===== config.mk =====
export PLATFORM = sky130hd
export DESIGN_NAME = persist_filter
export DESIGN_NICKNAME = d
export VERILOG_FILES = /design/src/rtl/pf_pkg.sv /design/src/rtl/pf_tick.sv /design/src/rtl/pf_sync.sv /design/src/rtl/pf_chan.sv /design/src/rtl/persist_filter.sv
export SDC_FILE = /design/constraint.sdc
export NUM_CORES = 1
export LEC_CHECK = 0
export CAP_MARGIN = 0
export CORE_ASPECT_RATIO = 1.4
export CORE_MARGIN = 2
export CORE_UTILIZATION = 49
export DETAILED_ROUTE_END_ITERATION = 6
export HOLD_SLACK_MARGIN = 0.12
export PLACE_DENSITY = 0.7
export SLEW_MARGIN = 20
export SYNTH_ARGS = -nofsm -noshare
export SYNTH_HDL_FRONTEND = slang
export SYNTH_SLANG_ARGS = --single-unit

===== constraint.sdc =====
create_clock -name clk -period 3.3 [get_ports clk]
set_clock_uncertainty 0.2 [all_clocks]
set_input_delay 0.33 -clock clk [delete_from_list [all_inputs] [get_ports clk]]
set_output_delay 0.33 -clock clk [all_outputs]
set_load 0.005 [all_outputs]

===== src/rtl/pf_pkg.sv =====
package pf_pkg;
    localparam int unsigned DUR_W = 8;
    localparam int unsigned RUN_W = DUR_W + 1;

    typedef logic [DUR_W-1:0] dur_t;
    typedef logic [RUN_W-1:0] run_t;

    typedef struct packed {
        logic level;
        logic evt;
        run_t run;
    } chan_st_t;

    // number of 32 us samples a change must persist: two per 64 us unit
    function automatic run_t run_target(input dur_t d);
        return {d, 1'b0};
    endfunction
endpackage


===== src/rtl/pf_tick.sv =====
module pf_tick #(
    parameter int unsigned SAMPLE_DIV = 4000
) (
    input  logic clk,
    input  logic rst_n,
    output logic tick_o
);
    localparam int unsigned CW = (SAMPLE_DIV > 1) ? $clog2(SAMPLE_DIV) : 1;
    localparam logic [CW-1:0] LAST = CW'(SAMPLE_DIV - 1);

    logic [CW-1:0] cnt_d, cnt_q;

    assign tick_o = (cnt_q == LAST);

    always_comb begin
        cnt_d = tick_o ? '0 : cnt_q + 1'b1;
    end

    always_ff @(posedge clk or negedge rst_n) begin
        if (!rst_n) cnt_q <= '0;
        else        cnt_q <= cnt_d;
    end
endmodule


===== src/rtl/pf_sync.sv =====
module pf_sync #(
    parameter int unsigned STAGES = 2
) (
    input  logic clk,
    input  logic rst_n,
    input  logic d_i,
    output logic q_o
);
    logic [STAGES-1:0] sh_d, sh_q;

    always_comb begin
        sh_d = {sh_q[STAGES-2:0], d_i};
    end

    always_ff @(posedge clk or negedge rst_n) begin
        if (!rst_n) sh_q <= '0;
        else        sh_q <= sh_d;
    end

    assign q_o = sh_q[STAGES-1];
endmodule


===== src/rtl/pf_chan.sv =====
module pf_chan
    import pf_pkg::*;
(
    input  logic clk,
    input  logic rst_n,
    input  logic tick_i,
    input  logic samp_i,
    input  dur_t dur_i,
    output logic level_o,
    output logic evt_o
);
    chan_st_t st_d, st_q;
    logic     differs;
    logic     bypass;
    run_t     run_inc;
    logic     run_done;

    assign differs  = (samp_i != st_q.level);
    assign bypass   = (dur_i == '0);
    assign run_inc  = st_q.run + 1'b1;
    // >= keeps the run bounded if the duration is lowered mid-run
    assign run_done = (run_inc >= run_target(dur_i));

    always_comb begin
        st_d     = st_q;
        st_d.evt = 1'b0;
        if (tick_i) begin
            if (differs) begin
                if (bypass || run_done) begin
                    st_d.level = ~st_q.level;   // accept
                    st_d.evt   = 1'b1;          // strobe
                    st_d.run   = '0;
                end else begin
                    st_d.run   = run_inc;
                end
            end else begin
                st_d.run = '0;                  // restart on return
            end
        end
    end

    always_ff @(posedge clk or negedge rst_n) begin
        if (!rst_n) st_q <= '0;
        else        st_q <= st_d;
    end

    assign level_o = st_q.level;
    assign evt_o   = st_q.evt;
endmodule


===== src/rtl/persist_filter.sv =====
module persist_filter
    import pf_pkg::*;
#(
    parameter int unsigned NUM_IN      = 2,
    parameter int unsigned SAMPLE_DIV  = 4000,
    parameter int unsigned SYNC_STAGES = 2
) (
    input  logic                    clk,
    input  logic                    rst_n,
    input  logic [NUM_IN-1:0]       in_raw_i,
    input  logic [NUM_IN*DUR_W-1:0] dur_cfg_i,
    output logic [NUM_IN-1:0]       filt_lvl_o,
    output logic [NUM_IN-1:0]       filt_evt_o
);
    logic              tick_w;
    logic [NUM_IN-1:0] samp_w;

    pf_tick #(.SAMPLE_DIV(SAMPLE_DIV)) u_tick (
        .clk    (clk),
        .rst_n  (rst_n),
        .tick_o (tick_w)
    );

    // one synchroniser and one filter per input
    for (genvar i = 0; i < NUM_IN; i++) begin : g_ch
        pf_sync #(.STAGES(SYNC_STAGES)) u_sync (
            .clk   (clk),
            .rst_n (rst_n),
            .d_i   (in_raw_i[i]),
            .q_o   (samp_w[i])
        );

        pf_chan u_chan (
            .clk     (clk),
            .rst_n   (rst_n),
            .tick_i  (tick_w),
            .samp_i  (samp_w[i]),
            .dur_i   (dur_cfg_i[i*DUR_W +: DUR_W]),
            .level_o (filt_lvl_o[i]),
            .evt_o   (filt_evt_o[i])
        );
    end
endmodule


==> flow_summary.json, run 1 <==
{
  "initialDrtViolationCount": 63,
  "power_density_nw_per_um2": 343,
  "cts_tree": "built",
  "worst_setup_hold_path_clk_slew_ps": 70,
  "die_x_um": 62.1,
  "htree_levels": 2,
  "total_leakage_power_nw": 1.29,
  "aggregate_global_routing_overflow": 0,
  "port_buffers": 23,
  "main_area_contributors_after_synthesis": "dfrtp_1 (41%), ha_1 (10%), xnor2_1 (5.7%)",
  "drt.antenna.violating_nets": 0,
  "synthesis.area_um2": 2320,
  "post_synth_edffs": 0,
  "synth_top_cell_area_share_pct": 41.1,
  "worst-endpoint-required_ps": 3310,
  "drt-vias-per-instance": 5.48,
  "worstRegToRegCells": 10,
  "synth.most_common_cell": "dfrtp_1",
  "largest_net_degree_at_the_start_of_global_routing": 39,
  "max-slew-margin-rel_pct": 45.1,
  "cts.sinks": 38,
  "largest_stage_delay_worst_path_ps": 450,
  "antennaDiodeCount": 0,
  "die_y_um": 85.3,
  "drt_pass1_iterations": 4,
  "grt_use_total_pct": 19.0,
  "max_cap_violations": 0,
  "primary_flip_flop_cell_chosen_by_synthesis_mapping": "dfrtp_1",
  "initial_utilization_pct": 51.1,
  "async_reset_ff_share_pct": 100,
  "floorplan.die_area_um2": 5300,
  "rr_startpoint": "g_ch[1].u_chan.st_q[2]",
  "fin_worst_hold_slack_ps": 151,
  "setup_viol": 0,
  "gp_congestion": 0.848,
  "path_max_fanout": 6,
  "grt_antenna_before_repair": 0,
  "startpoint_type": "flop",
  "cts_max_path_buffers": 2,
  "coreArea_um2": 4540,
  "post_dp_hpwl_mm": 3.49,
  "data_arrival_time_at_the_worst_slack_endpoint_ps": 2960,
  "worstHoldPathType": "flop to flop",
  "cts_buffers": 5,
  "crit_path_top_delay_cell": "dfrtp_1",
  "crit_chain": "and3_1, nand3_1, nor2_1, xor2_1, ha_1, a21o_1, o21ai_0, nand2_1, or4_1, a31oi_1",
  "drv_slew": 0,
  "synth_to_final_area_change_pct": 17.2,
  "worst_hold_path.num_cells": 0,
  "worst_skew_pair.late_latency_ps": 290,
  "rsz0062_at_grt": "false",
  "outcome": "complete, no violations",
  "post_synth_inst_count": 241,
  "synthDominantAreaCellType": "dfrtp_1",
  "worstSetupEndpointType": "flop",
  "grt_pass1_vias": 1811,
  "worstSetupPathType": "flop to flop",
  "final_nets": 307,
  "detailroute.via_count": 1807,
  "totalNegativeSetupSlack_ps": 0,
  "max_freq_mhz": 339,
  "pin_count": 24,
  "hold_viol": 0,
  "cts_resized": 0,
  "row_count": 29,
  "drt_drc_violations_left": 0,
  "drt_wl_total_mm": 4.55,
  "critical_path.reg2reg.endpoint": "g_ch[1].u_chan.st_q[2]",
  "synth_nets": 280,
  "synth_cell_types": 42,
  "max_slew.worst_pin.slew_ps": 824,
  "avgSynthCellArea_um2": 9.61,
  "ctsRootBufferMaster": "clkbuf_8",
  "timing.final.crit_period_ps": 2950,
  "maximum_ir_drop_on_the_vdd_rail_v": 0.000256,
  "synth.yosys.warnings": 0,
  "yosys-top-cells-count": "dfrtp_1 (38), inv_1 (25), ha_1 (19)",
  "critPathCapture": "g_ch[1].u_chan.st_q[2]",
  "synth_sequential_area_ratio_pct": 41.1,
  "crit_start": "g_ch[1].u_chan.st_q[2]",
  "post-route-period-util_pct": 89.4,
  "power.total_mw": 0.931,
  "postSynthRegisterBits": 38,
  "grt_pass1_wl_mm": 7.96,
  "final_layout_size_suffix_gt1_share_pct": 6.72,
  "post_drt_wl_per_cell_um": 13.8,
  "setup.reg_to_reg.worst_slack_ps": 350
}
worst min path at each step:
stage / from / end / slack (ps)
6_report: g_ch[1].u_sync.sh_q[0] / g_ch[1].u_sync.sh_q[1] / 150
5_1_grt: g_ch[0].u_sync.sh_q[0] / g_ch[0].u_sync.sh_q[1] / 170
4_1_cts: g_ch[1].u_sync.sh_q[0] / g_ch[1].u_sync.sh_q[1] / 150
3_5_place_dp: g_ch[1].u_sync.sh_q[0] / g_ch[1].u_sync.sh_q[1] / 130
3_3_place_gp: g_ch[1].u_sync.sh_q[0] / g_ch[1].u_sync.sh_q[1] / 130
2_1_floorplan: rst_n / g_ch[0].u_chan.evt_o / -170
report_power, final:
part | switching [mW] | total (mW) | internal [mW]
clock | 0.158 | 0.399 | 0.242
combinational | 0.0309 | 0.0624 | 0.0315
sequential | 0.000865 | 0.469 | 0.468
cell type report:
cell class                 count  area (µm²)
clock buffer                   6        82.6
clock inverter                 1        30.0
fill                         394        1820
inverter                      25        93.8
multi-input combinational    171        1220
sequential                    38         951
tap                           62        77.6
timing repair buffer          27         258
cell usage in the layout (no fill, tap or decap), drive strengths merged, types with 3 or more instances in the layout:
cell type,n
nand4,6
dfrtp,38
xor2,10
clkdlybuf4s50,22
nor2,16
buf,4
o211ai,3
ha,19
and3,9
clkbuf,6
a31oi,5
nand4b,4
nor4,7
nand2,18
nand3,13
inv,25
a22o,4
xnor2,15
and2,3
a32o,4
o21ai,12
nor3,3
a21oi,4
registers in the layout (all words and copies together) (netlist names):
name                 cells
g_ch.u_chan.evt_o        2
g_ch.u_chan.level_o      2
g_ch.u_chan.st_q        18
g_ch.u_sync.sh_q         4
u_tick.cnt_q            12
routing by layer:
metal	wire [µm]	up-vias	global-route usage [%]
met5	0	-	0
met4	84	0	8.48
met3	172	6	3.45
met2	2390	42	34.9
met1	1910	857	21.3
li1	-	902	-
critical path, delay by kind of cell, from the launching register on:
family,cells,cell delay [ps]
compound gates,3,610
xor+xnor,1,220
fa+ha+maj,1,290
flops,1,450
simple gates,5,1110
logic make-up (layout without fill, tap and decap cells):
kind of cell	after synthesis	after routing	share of synthesized area, %
compound gates	39	39	11.6
xor+xnor	25	25	9.45
fa+ha+maj	19	19	10.3
buf+inv	32	59	6.21
flops	38	38	41.1
simple gates	88	88	21.4
metrics by stage:
| stage | util [%] | instance area, µm² | std cells | worst slack (ps) |
|---|---|---|---|---|
| global placement | 57.1 | 2590 | 322 | 362 |
| finish | 59.8 | 2710 | 330 | 350 |
| floorplan | - | 2320 | 241 | 711 |
| CTS | 59.8 | 2710 | 330 | 318 |
| detailed placement | 57.1 | 2590 | 322 | 351 |
| global route | 59.8 | 2710 | 330 | 30.0 |
what timing repair did:
action,in CTS,in global routing
hold buffers,1,0
setup buffers,0,0
setup endpoints to repair,0,0
endpoints found under the hold margin,38,0
No activity file was read; power rests on OpenSTA's default activity.
==> inputs of run 2 (changes only) <==
Settings changed: MAX_ROUTING_LAYER set to met4, SETUP_SLACK_MARGIN set to 0.3.
==> flow_summary.json, run 2 (same netlist as run 1, synthesis figures left out) <==
{
  "worst_setup_hold_path_clk_slew_ps": 70,
  "floorplan.die_area_um2": 5300,
  "rsz0062_at_grt": "false",
  "largest_register_ffs": 18,
  "critical_path.reg2reg.endpoint": "g_ch[1].u_chan.st_q[2]",
  "grt_use_total_pct": 19.5,
  "netSwitchingFraction_pct": 20.4,
  "largest_net_degree_at_the_start_of_global_routing": 39,
  "initial_utilization_pct": 51.1,
  "drt_pass1_iterations": 4,
  "detailroute.via_count": 1806,
  "share_comb_of_total_power_pct": 6.8,
  "p_int_mw": 0.742,
  "max_slew.worst_pin.slew_ps": 822,
  "outcome": "complete, no violations",
  "hold_viol": 0,
  "crit_chain": "ha_1, nand3_1, nor2_1, xor2_1, ha_1, nand4_1, nor2_1, o31a_1, or4_1, a31oi_1",
  "pwr-share-clk_pct": 42.9,
  "final_layout_size_suffix_gt1_share_pct": 8.18,
  "cts_buffers": 5,
  "final_common_cell": "dfrtp_1",
  "drt_drc_violations_left": 0,
  "worst-endpoint-required_ps": 3310,
  "htree_levels": 2,
  "final-instance-count-excl-fill": 331,
  "die_x_um": 62.1,
  "total_leakage_power_nw": 1.29,
  "max_cap_violations": 0,
  "row_count": 29,
  "grt_pass1_vias": 1811,
  "synth_to_final_area_change_pct": 17.8,
  "total_switching_power_mw": 0.190,
  "ctsRootBufferMaster": "clkbuf_8",
  "seq_area_um2": 952,
  "initialDrtViolationCount": 60,
  "max_freq_mhz": 362,
  "data_arrival_time_at_the_worst_slack_endpoint_ps": 2780,
  "worstSetupPathType": "flop to flop",
  "crit_start": "g_ch[1].u_chan.st_q[0]",
  "worst_hold_path.num_cells": 0,
  "drt_wl_total_mm": 4.56,
  "top_regs": "g_ch.u_chan.st_q (18), u_tick.cnt_q (12), g_ch.u_sync.sh_q (4)",
  "cts_tree": "built",
  "post-route-period-util_pct": 83.8,
  "regMostFlops": "g_ch.u_chan.st_q",
  "pwr-share-seq_pct": 50.3,
  "cts_max_path_buffers": 2,
  "startpoint_type": "flop",
  "finish.utilization_pct": 60.1,
  "coreArea_um2": 4540,
  "drv_slew": 0,
  "timing.final.crit_period_ps": 2770,
  "commonest_cells_after_routing_fill_and_taps_aside": "dfrtp_1 (37), inv_1 (25), clkdlybuf4s50_1 (22)",
  "drt-vias-per-instance": 5.46,
  "post_drt_wl_per_cell_um": 13.8,
  "die_y_um": 85.3,
  "placedCellCount": 322,
  "grt_pass1_wl_mm": 7.96,
  "drt.antenna.violating_nets": 0,
  "largest_stage_delay_worst_path_ps": 480,
  "multiInputGateArea_um2": 1230,
  "final_nets": 308,
  "fillers": 393,
  "post_dp_hpwl_mm": 3.49,
  "maximum_ir_drop_on_the_vdd_rail_v": 0.000255,
  "pin_count": 24,
  "power_density_nw_per_um2": 341,
  "rr_startpoint": "g_ch[1].u_chan.st_q[0]",
  "worst_skew_pair.late_latency_ps": 290,
  "worstSetupEndpointType": "flop",
  "cts.sinks": 38,
  "critPathCapture": "g_ch[1].u_chan.st_q[2]",
  "setup_viol": 0,
  "port_buffers": 23,
  "path_max_fanout": 6,
  "aggregate_global_routing_overflow": 0,
  "max-slew-margin-rel_pct": 45.2,
  "totalNegativeSetupSlack_ps": 0,
  "worstHoldPathType": "flop to flop",
  "grt_antenna_before_repair": 0,
  "worstRegToRegCells": 10,
  "setup.reg_to_reg.worst_slack_ps": 530,
  "antennaDiodeCount": 0,
  "gp_congestion": 0.861,
  "crit_path_top_delay_cell": "or4_1"
}
[run 2: critical path: cells and delay by family, from the launching register on]
kind,cells,cell delay [ps]
AND/OR/NAND/NOR,5,1020
adder cells (fa/ha/maj),2,570
flip-flops,1,420
AO/OA/AOI/OAI,2,280
XOR/XNOR,1,200
[run 2: cell type report]
type,instances,area share [%]
Multi-Input combinational cell,171,45.0
Timing Repair Buffer,28,9.72
Sequential cell,38,34.9
Inverter,25,3.44
Clock buffer,6,3.03
Clock inverter,1,1.10
Tap cell,62,2.84
[run 2: worst min-delay path by stage]
stage,startpoint,end,slack (ps)
2_1_floorplan,rst_n,g_ch[0].u_chan.evt_o,-170
3_3_place_gp,g_ch[1].u_sync.sh_q[0],g_ch[1].u_sync.sh_q[1],130
3_5_place_dp,g_ch[1].u_sync.sh_q[0],g_ch[1].u_sync.sh_q[1],130
4_1_cts,g_ch[1].u_sync.sh_q[0],g_ch[1].u_sync.sh_q[1],150
5_1_grt,g_ch[0].u_sync.sh_q[0],g_ch[0].u_sync.sh_q[1],170
6_report,g_ch[1].u_sync.sh_q[0],g_ch[1].u_sync.sh_q[1],150
[run 2: repair_timing]
action,4_1_cts,5_1_grt
setup buffers,0,1
hold buffers,1,0
resized for setup,0,4
endpoints found under the setup margin,0,10
hold endpoints to repair,38,0
[run 2: power by group through the flow]
stage	Sequential [mW]	Combinational, mW	Clock (mW)
finish	0.469	0.0633	0.399
CTS	0.469	0.0642	0.412
floorplan	0.478	0.0221	0
global placement	0.478	0.0620	0
detailed placement	0.478	0.0629	0
global route	0.469	0.0727	0.434
[run 2: stage by stage]
step	setup WS, ps	hold slack [ps]	power [mW]	instance area, µm²
2_1_floorplan	711	-166	0.500	2320
3_3_place_gp	362	132	0.540	2590
3_5_place_dp	351	135	0.541	2590
4_1_cts	318	152	0.945	2710
5_1_grt	314	170	0.976	2730
6_report	535	151	0.931	2730
[run 2: metal layers]
layer / GRT usage, % / vias to the layer above / share of wire [%]
met1: 21.3 / 857 / 42
met4: 8.48 / 0 / 1.8
li1: - / 905 / -
met2: 34.9 / 38 / 53
met5: - / - / 0
met3: 3.45 / 6 / 3.1
